<file path="src/rtl/rfb_pkg.sv">
package rfb_pkg;
  parameter int NUM_SEQ = 4;
  parameter int SEL_W = 2;

  typedef struct packed {
    logic [NUM_SEQ-1:0] push;
    logic [NUM_SEQ-1:0] pop;
    logic               rdFire;
    logic [SEL_W-1:0]   rdSel;
  } rfbStrobe_t;

  function automatic int ptrWidth(input int depth);
    return (depth < 2) ? 1 : $clog2(depth);
  endfunction
endpackage

</file>
<file path="src/rtl/rfb_ctrl.sv">
module rfb_ctrl
  import rfb_pkg::*;
#(
  parameter int DEPTHS [NUM_SEQ] = '{8, 4, 4, 1},
  parameter int CNT_W = 4
) (
  input  logic                     clk,
  input  logic                     rstN,
  input  logic [NUM_SEQ-1:0]       wrStrobe,
  input  logic                     hostRdEn,
  input  logic [SEL_W-1:0]         hostRdSeq,
  input  logic [NUM_SEQ-1:0]       ovfClr,
  input  logic [NUM_SEQ-1:0]       unfClr,
  output rfbStrobe_t               strobe,
  output logic [NUM_SEQ*CNT_W-1:0] levelFlat,
  output logic [NUM_SEQ-1:0]       emptyFlags,
  output logic [NUM_SEQ-1:0]       ovfStat,
  output logic [NUM_SEQ-1:0]       unfStat
);
  logic [CNT_W-1:0]   cnt [NUM_SEQ];
  logic [NUM_SEQ-1:0] popReq, doPop, doPush, ovfEvt, unfEvt, fullNow;

  for (genvar g = 0; g < NUM_SEQ; g++) begin : gSeq
    assign popReq[g]  = hostRdEn && (hostRdSeq == SEL_W'(g));
    assign fullNow[g] = (cnt[g] == CNT_W'(DEPTHS[g]));
    assign doPop[g]   = popReq[g] && (cnt[g] != '0);
    assign unfEvt[g]  = popReq[g] && (cnt[g] == '0);
    assign doPush[g]  = wrStrobe[g] && (!fullNow[g] || doPop[g]);
    assign ovfEvt[g]  = wrStrobe[g] && !doPush[g];

    always_ff @(posedge clk or negedge rstN) begin
      if (!rstN) begin
        cnt[g] <= '0;
      end else if (doPush[g] && !doPop[g]) begin
        cnt[g] <= cnt[g] + 1'b1;
      end else if (!doPush[g] && doPop[g]) begin
        cnt[g] <= cnt[g] - 1'b1;
      end
    end

    assign levelFlat[g*CNT_W +: CNT_W] = cnt[g];
    assign emptyFlags[g] = (cnt[g] == '0);


    cnt_bound_chk: assert property (@(posedge clk) disable iff (!rstN)
      cnt[g] <= CNT_W'(DEPTHS[g]));

    ovf_set_chk: assert property (@(posedge clk) disable iff (!rstN)
      $rose(ovfStat[g]) |-> $past(wrStrobe[g]));

    ovf_keep_chk: assert property (@(posedge clk) disable iff (!rstN)
      (wrStrobe[g] && fullNow[g] && !popReq[g]) |=> $stable(cnt[g]));

    unf_keep_chk: assert property (@(posedge clk) disable iff (!rstN)
      (popReq[g] && cnt[g] == '0 && !wrStrobe[g]) |=> (cnt[g] == '0));

    ovf_sticky_chk: assert property (@(posedge clk) disable iff (!rstN)
      $fell(ovfStat[g]) |-> $past(ovfClr[g]));

    unf_sticky_chk: assert property (@(posedge clk) disable iff (!rstN)
      $fell(unfStat[g]) |-> $past(unfClr[g]));

    set_wins_chk: assert property (@(posedge clk) disable iff (!rstN)
      (wrStrobe[g] && fullNow[g] && !popReq[g]) |=> ovfStat[g]);
  end

  always_ff @(posedge clk or negedge rstN) begin
    if (!rstN) begin
      ovfStat <= '0;
      unfStat <= '0;
    end else begin
      ovfStat <= ovfEvt | (ovfStat & ~ovfClr);
      unfStat <= unfEvt | (unfStat & ~unfClr);
    end
  end

  assign strobe.push   = doPush;
  assign strobe.pop    = doPop;
  assign strobe.rdFire = hostRdEn;
  assign strobe.rdSel  = hostRdSeq;
endmodule

</file>
<file path="src/rtl/rfb_datapath.sv">
module rfb_datapath
  import rfb_pkg::*;
#(
  parameter int DEPTHS [NUM_SEQ] = '{8, 4, 4, 1},
  parameter int DATA_W = 12
) (
  input  logic              clk,
  input  logic              rstN,
  input  rfbStrobe_t        strobe,
  input  logic [DATA_W-1:0] wrData,
  output logic [DATA_W-1:0] rdData
);
  logic [DATA_W-1:0] headData [NUM_SEQ];

  for (genvar g = 0; g < NUM_SEQ; g++) begin : gStore
    localparam int PW = ptrWidth(DEPTHS[g]);
    localparam logic [PW-1:0] LAST = PW'(DEPTHS[g] - 1);

    logic [DATA_W-1:0] mem [DEPTHS[g]];
    logic [PW-1:0]     wrPtr, rdPtr;

    always_ff @(posedge clk) begin
      if (strobe.push[g]) begin
        mem[wrPtr] <= wrData;
      end
    end

    always_ff @(posedge clk or negedge rstN) begin
      if (!rstN) begin
        wrPtr <= '0;
        rdPtr <= '0;
      end else begin
        if (strobe.push[g]) begin
          wrPtr <= (wrPtr == LAST) ? '0 : wrPtr + 1'b1;
        end
        if (strobe.pop[g]) begin
          rdPtr <= (rdPtr == LAST) ? '0 : rdPtr + 1'b1;
        end
      end
    end

    assign headData[g] = mem[rdPtr];
  end

  always_ff @(posedge clk or negedge rstN) begin
    if (!rstN) begin
      rdData <= '0;
    end else if (strobe.rdFire) begin
      rdData <= strobe.pop[strobe.rdSel] ? headData[strobe.rdSel] : '0;
    end
  end


  pop_onehot_chk: assert property (@(posedge clk) disable iff (!rstN)
    $onehot0(strobe.pop));

  pop_sel_chk: assert property (@(posedge clk) disable iff (!rstN)
    (strobe.pop != '0) |-> (strobe.rdFire && strobe.pop[strobe.rdSel]));
endmodule

</file>
<file path="src/rtl/seq_result_fifo_bank.sv">
module seq_result_fifo_bank
  import rfb_pkg::*;
#(
  parameter int DATA_W = 12,
  parameter int DEPTH0 = 8,
  parameter int DEPTH1 = 4,
  parameter int DEPTH2 = 4,
  parameter int DEPTH3 = 1,
  localparam int MAX01 = (DEPTH0 > DEPTH1) ? DEPTH0 : DEPTH1,
  localparam int MAX23 = (DEPTH2 > DEPTH3) ? DEPTH2 : DEPTH3,
  localparam int MAX_D = (MAX01 > MAX23) ? MAX01 : MAX23,
  localparam int CNT_W = $clog2(MAX_D + 1)
) (
  input  logic                     clk,
  input  logic                     rstN,
  input  logic [NUM_SEQ-1:0]       wrStrobe,
  input  logic [DATA_W-1:0]        wrData,
  input  logic                     hostRdEn,
  input  logic [SEL_W-1:0]         hostRdSeq,
  input  logic [NUM_SEQ-1:0]       ovfClr,
  input  logic [NUM_SEQ-1:0]       unfClr,
  output logic [DATA_W-1:0]        rdData,
  output logic [NUM_SEQ*CNT_W-1:0] levelFlat,
  output logic [NUM_SEQ-1:0]       emptyFlags,
  output logic [NUM_SEQ-1:0]       ovfStat,
  output logic [NUM_SEQ-1:0]       unfStat
);
  localparam int DEPTHS [NUM_SEQ] = '{DEPTH0, DEPTH1, DEPTH2, DEPTH3};

  rfbStrobe_t strobe;

  rfb_ctrl #(.DEPTHS(DEPTHS), .CNT_W(CNT_W)) i_ctrl (
    .clk(clk), .rstN(rstN), .wrStrobe(wrStrobe), .hostRdEn(hostRdEn),
    .hostRdSeq(hostRdSeq), .ovfClr(ovfClr), .unfClr(unfClr),
    .strobe(strobe), .levelFlat(levelFlat), .emptyFlags(emptyFlags),
    .ovfStat(ovfStat), .unfStat(unfStat)
  );

  rfb_datapath #(.DEPTHS(DEPTHS), .DATA_W(DATA_W)) i_datapath (
    .clk(clk), .rstN(rstN), .strobe(strobe), .wrData(wrData), .rdData(rdData)
  );
endmodule

</file>
<file path="config.mk">
export PLATFORM = sky130hd
export DESIGN_NAME = seq_result_fifo_bank
export DESIGN_NICKNAME = d
export VERILOG_FILES = /design/src/rtl/rfb_pkg.sv /design/src/rtl/rfb_ctrl.sv /design/src/rtl/rfb_datapath.sv /design/src/rtl/seq_result_fifo_bank.sv
export SDC_FILE = /design/constraint.sdc
export NUM_CORES = 1
export LEC_CHECK = 0
export ABC_AREA = 0
export BUFFER_PORTS_ARGS = -buffer_cell sky130_fd_sc_hd__buf_2
export CORE_MARGIN = 2
export CORE_UTILIZATION = 32
export CTS_CLUSTER_DIAMETER = 60
export DETAILED_ROUTE_END_ITERATION = 6
export HOLD_SLACK_MARGIN = 0.05
export SLEW_MARGIN = 20
export SYNTH_ARGS = -nofsm -noshare
export SYNTH_HDL_FRONTEND = slang
export SYNTH_SLANG_ARGS = --single-unit
</file>
<file path="constraint.sdc">
create_clock -name clk -period 2.5 [get_ports clk]
set_input_delay 0.125 -clock clk [delete_from_list [all_inputs] [get_ports clk]]
set_output_delay 0.125 -clock clk [all_outputs]
set_load 0.01 [all_outputs]
</file>
; Yosys cells after proc, flatten, opt, wreduce, memory -nomap -nowiden
; Memory sizes are Yosys's and may differ from the RTL's.
; Cells that the tools add are included.
[totals]
mem_bits_ro = 0
ram_bits = 204
inputBits = 29
latch_bits = 0
ff_bits = 50
mem_count = 4
[classes]
reduce_logical = 57
shifts = 0
mul = 0
magnitude_cmp = 2
div_mod_pow = 0
mux = 28
addsub = 14
bitwise_logic = 7
eq_ne = 13
[memory_table]
columns = name, words, width, read_ports, rd_clocked_by_memory_dff, write_ports, line_no
row1 = i_datapath.gStore[0].mem, 8, 12, 1, 0, 1, rfb_datapath.sv:19  ; logic [DATA_W-1:0] mem [DEPTHS[g]];
row2 = i_datapath.gStore[1].mem, 4, 12, 1, 0, 1, rfb_datapath.sv:19
row3 = i_datapath.gStore[2].mem, 4, 12, 1, 0, 1, rfb_datapath.sv:19
row4 = i_datapath.gStore[3].mem, 1, 12, 1, 0, 1, rfb_datapath.sv:19
[ops]
columns = operator, n
row1 = 12-bit two-way mux, 3
row2 = 4-bit two-way mux, 8
row3 = 1-bit logical AND, 28
row4 = 12-bit binary-select mux with 2-bit select, 1
row5 = 4-bit by 1-bit adder with 4-bit output (second input constant), 4
row6 = 4-bit logical NOT, 4
row7 = 4-bit nonzero test, 4
row8 = 4-bit by 1-bit subtractor with 4-bit output (second input constant), 4
row9 = 2-bit == test (second input constant), 6
row10 = 1-bit logical NOT, 12
row11 = 1-bit two-way mux, 9
row12 = 2-bit by 1-bit adder with 2-bit output (second input constant), 4
row13 = 4-bit bitwise AND, 2
row14 = 4-bit by 3-bit == test with 1-bit output (second input constant), 2
row15 = 2-bit two-way mux, 4
row16 = 4-bit inverter, 2
row17 = 4-bit OR, 2
row18 = 2-bit nonzero test, 4
row19 = 3-bit by 1-bit adder with 3-bit output (second input constant), 2
row20 = 3-bit == test (second input constant), 2
row21 = 3-bit two-way mux, 2
row22 = 4-bit by 1-bit == test with 1-bit output (second input constant), 1
row23 = 4-bit == test (second input constant), 1
row24 = 1-bit logical OR, 4
row25 = 6 further kinds, 6

; Depth between registers and ports, before layout
[depth]
depth_word = 9
mapped_depth = 13
mapped_depth_nobuf = 12

; Modules after synthesis
; From an unflattened synthesis, not the netlist that was laid out.
[unflattened]
hier_cells = 635
hier_area_um2 = 10679.0
[by_module_without_submodules]
columns = module, cells_each, instances, area_each_um2, seq_area_each_um2
row1 = rfb_datapath, 467, 1, 9085.0, 6776.5
row2 = rfb_ctrl, 168, 1, 1594.0, 600.6

; Worst setup path before layout
; Ideal clock, no wire load.
[synth_timing]
kind = input -> register
startpoint = input hostRdSeq[1]
endpoint = memory i_datapath.gStore[0].mem[0][0] (netlist name) (enable)
t_required_ps = 2088
slack_ps = -114
t_arrival_ps = 2202
path_buffers = 1
path_stages = 5
setup_time_ps = 412
path_cell_list = clkbuf_2 -> or3b_2 -> nand3_1 -> nand2_2 -> nor4_1
[synth_via]
elab_chain_cells = 7
[synth_rtl]
columns = element, line_no
row1 = start: declaration, seq_result_fifo_bank.sv:19  ; input logic [SEL_W-1:0] hostRdSeq,
row2 = 2-bit logical NOT, rfb_ctrl.sv:24  ; assign popReq[g] = hostRdEn && (hostRdSeq == SEL_W'(g));
row3 = 1-bit logical AND, rfb_ctrl.sv:24
row4 = 1-bit logical AND, rfb_ctrl.sv:26  ; assign doPop[g] = popReq[g] && (cnt[g] != '0);
row5 = 1-bit logical OR, rfb_ctrl.sv:28  ; assign doPush[g] = wrStrobe[g] && (!fullNow[g] || doPop[g]);
row6 = 1-bit logical AND, rfb_ctrl.sv:28
row7 = 1-bit two-way mux, rfb_datapath.sv:23  ; if (strobe.push[g]) begin
row8 = 1-bit two-way mux (not written as such), rfb_datapath.sv:24  ; mem[wrPtr] <= wrData;
row9 = end: declaration, rfb_datapath.sv:19
; Every way passes these cells.

; Final worst setup path
[layout_timing]
startpoint = register i_ctrl.cnt, in the netlist i_ctrl.levelFlat[4]
endpoint = register i_ctrl.cnt, in the netlist i_ctrl.levelFlat[7]
[layout_via]
elab_chain_cells = 7
[layout_rtl]
columns = element, line_no
row1 = start: declaration, rfb_ctrl.sv:20  ; logic [CNT_W-1:0] cnt [NUM_SEQ];
row2 = start signal: indexed assignment, rfb_ctrl.sv:35  ; cnt[g] <= cnt[g] + 1'b1;
row3 = start signal: indexed assignment, rfb_ctrl.sv:37  ; cnt[g] <= cnt[g] - 1'b1;
row4 = "parallel branches: the longest is 7 deep, another holds 4-bit by 1-bit subtractor with 4-bit output", -
; Parallel ways; which one is timed is not known. The select of a mux whose other input is x is not followed.
; A chain may end at the register's enable or synchronous reset.

==> impl_results.md <==
- Outcome: finished, final reports clean
- Data required time of the worst path: slightly below 3 ns
- Slew @ Worst Pin: ~0.7 ns
- Total track usage: approximately 12%
- Total gr overflow: 0
- Pwr Total: between 10 and 15 mW
- Cts bufs inserted: 26
- RSZ-0062 raised after global routing: yes
- Final Slew Violations: 0
- Routed WL per cell: 16.0 microns
- Setup CP Type: register to register
- Clk_lat worst skew: about 0.53 ns
- Final nets: 885
- Pleak: roughly 5.0 nW
- Initial antenna violation count: 0
- Vias after detailed routing: roughly 5,900
- Met2 WL post-DR: approximately 11,000 microns
- Hold crit path type: primary input to register
- DR iter-0 viols: 265
- Commonest non-fill, non-tap cell in the layout: edfxtp_1
- Largest net degree at the start of global routing: 43
- Synth warnings: 0
- Critical path endpoint category: register
- Setup_tns: 0 ns
- Clock transition at the registers of the reported paths: 0.06 ns
- DIE HEIGHT: 185 microns
- # diodes: 0
- Worst rel slew slack: 53.5%
- Router iterations before antenna repair: 4
- Synth cell types: between 40 and 50
- WL final: between 20,000 and 25,000 microns
- Max layer used: met4
- CTS Sinks: roughly 250
- Synth area leaders: edfxtp_1, dfrtp_1, mux2i_1
- Share of cells above drive strength 1: about 25%
- IO Pins: between 60 and 70
- Area of the multi-input gates: 2990 sq um
- CTS tree: done
- RD Place Congestion: between 0.7 and 0.8
- Startpoint Class: register
- Register bit total from synthesis: roughly 250
- Vias in the first global route: 6,051
- Die X-Extent: 185 microns
- Min Tclk post-route: 2.37 ns
- Worst Skew: roughly 0.018 ns
- Synth top area share: a little under 60%
- I/O Buffers: 68
- Peak VDD IR: about 0.00049 V
- PD cells: 1090 nW/um^2
- Initial Util: between 30% and 40%
- Root Buffer: clkbuf_16
- Met1 WL: approximately 8900 microns
- EDFF count, synth: between 200 and 250
- Hpwl dp: 14,200 microns
- Highest-count cells in the layout ignoring fill and taps: edfxtp_1, mux2i_1, buf_2
- Mapped Nets: ~740
- # setup viols final: 0
- DRC: 0
- Fmax: about 420 MHz
- Antenna-violating nets left: 0
- Placed Area: about 12,000 sq um
- H-tree depth: 1
- Period utilization: between 90% and 100%
- Final cell utilization of the core: ~40%
- Core Footprint: between 30,000 and 40,000 sq um
- Vias per cell: between 4 and 5
- Register area: around 7400 sq um
- Top FF cell, synth: edfxtp_1
- Endpoints failing hold: 0
- Post-synthesis sequential area ratio: 70.0%
- Post-route cell area: approximately 13,000 sq um
- Critical-path maximum fanout: 3
- Area delta synth->final: 22.8%
- Die Area: around 34,000 sq um
- Syn Std Cell Area: around 11,000 sq um
- MaxCap Viol Count: 0
- Area leader, netlist: edfxtp_1
- DR WL met3: between 500 and 600 microns
- Global-route wire length before repair: roughly 33,000 microns
- Row cnt: 66
- Fillers: just under 3,000
- Async SR Flop Fraction: around a fifth
- Average cell area after synthesis: about 16 sq um
- Mapped Cells: about 680
- Clk buf depth: 3
- Worst EP arrival: 2.77 ns
[layout make-up]
class | instances | share of cell area, %
tap | 442 | 4.28
timing repair buffer | 149 | 8.22
clock buffer | 35 | 5.45
multi-input combinational | 365 | 23.1
sequential | 254 | 57.1
inverter | 30 | 0.890
clock inverter | 12 | 0.967
[state kept, by name, summed over array words and instances, names as in the netlist]
register and cells:
i_datapath.gStore.rdPtr 7, i_datapath.rdData 12, i_ctrl.unfStat 4, i_ctrl.levelFlat 16, i_ctrl.ovfStat 4, i_datapath.gStore.mem 204, i_datapath.gStore.wrPtr 7
[cells in the mapped netlist (9+ instances only)]
| cell | count |
|---|---|
| edfxtp_1 | 204 |
| mux2i_1 | 86 |
| dfrtp_1 | 50 |
| nor2_1 | 50 |
| inv_1 | 30 |
| ha_1 | 27 |
| nand2_1 | 27 |
| o21ai_0 | 18 |
| o22ai_1 | 18 |
| a22oi_1 | 16 |
| buf_2 | 16 |
| nor3_1 | 12 |
| and2_1 | 11 |
| xnor2_1 | 10 |
| mux2_2 | 9 |
[logic make-up (layout without fill, tap and decap cells)]
logic type / Yosys count / after routing / synth area share, %
buffers and inverters: 57 / 226 / 2.30
AOI/OAI and AO/OA: 85 / 85 / 5.63
muxes: 103 / 103 / 10.8
and+or+nand+nor: 131 / 131 / 6.08
DFF: 254 / 254 / 70.0
xor gates and xnor gates: 16 / 16 / 1.33
adders and majority gates: 30 / 30 / 3.78
[metal layers]
metal / vias to the layer above / track usage, %
met5: - / 0
met4: 0 / 2.92
met3: 23 / 1.73
met2: 71 / 22.5
met1: 2954 / 15.3
li1: 2865 / -
[per-stage QoR]
step                      hold slack (ns)  std cells  setup slack (ns)
final                              0.0718       1287             0.127
after global routing               0.0873       1287           -0.0252
after CTS                          0.0513       1284           0.00986
after detailed placement            0.204       1211            0.0115
after global placement              0.205       1211            0.0279
after floorplan                    -0.171        676          0.000912
[path summary, 6_finish.rpt]
| check | startpoint | end | slack (ns) | depth (start not counted) |
|---|---|---|---|---|
| max | i_ctrl.levelFlat[4] | i_ctrl.levelFlat[7] | 0.13 | 12 |
| max reg2reg | i_ctrl.levelFlat[4] | i_ctrl.levelFlat[7] | 0.13 | 12 |
| min | hostRdEn | i_datapath.rdData[10] | 0.07 | 4 |
| max in group asynchronous | rstN | i_datapath.gStore[0].rdPtr[1] | 1.72 | 3 |
| min in group asynchronous | rstN | i_ctrl.levelFlat[0] | 0.19 | 2 |
| min reg2reg | i_datapath.rdData[2] | i_datapath.rdData[2] | 0.50 | 1 |
[worst max-delay path, cell delays in order, from the launching register on]
cell and delay [ns]:
dfrtp_2 0.40, or4_4 0.54, inv_2 0.07, nor2_1 0.07, inv_1 0.07, ha_2 0.19, inv_2 0.06, ha_1 0.27
a21o_1 0.17, a21oi_2 0.12, xnor2_1 0.12, nor2_1 0.07, xor2_1 0.13
[power by group]
group,switching (mW),leakage [nW],internal [mW]
combinational,2.37,2.07,2.05
clock,1.55,0.395,2.18
sequential,0.431,2.49,5.53
total,4.36,4.95,9.77
[timing repair]
| action | in CTS | in global routing |
|---|---|---|
| setup endpoints to repair | 1 | 3 |
| hold buffers | 26 | 0 |
| setup buffers | 0 | 3 |
| hold endpoints to repair | 238 | 0 |
| resized for setup | 1 | 11 |
| pin swaps | 0 | 15 |
| cloned | 0 | 0 |
Note: power is estimated with default switching activity, not from simulation.
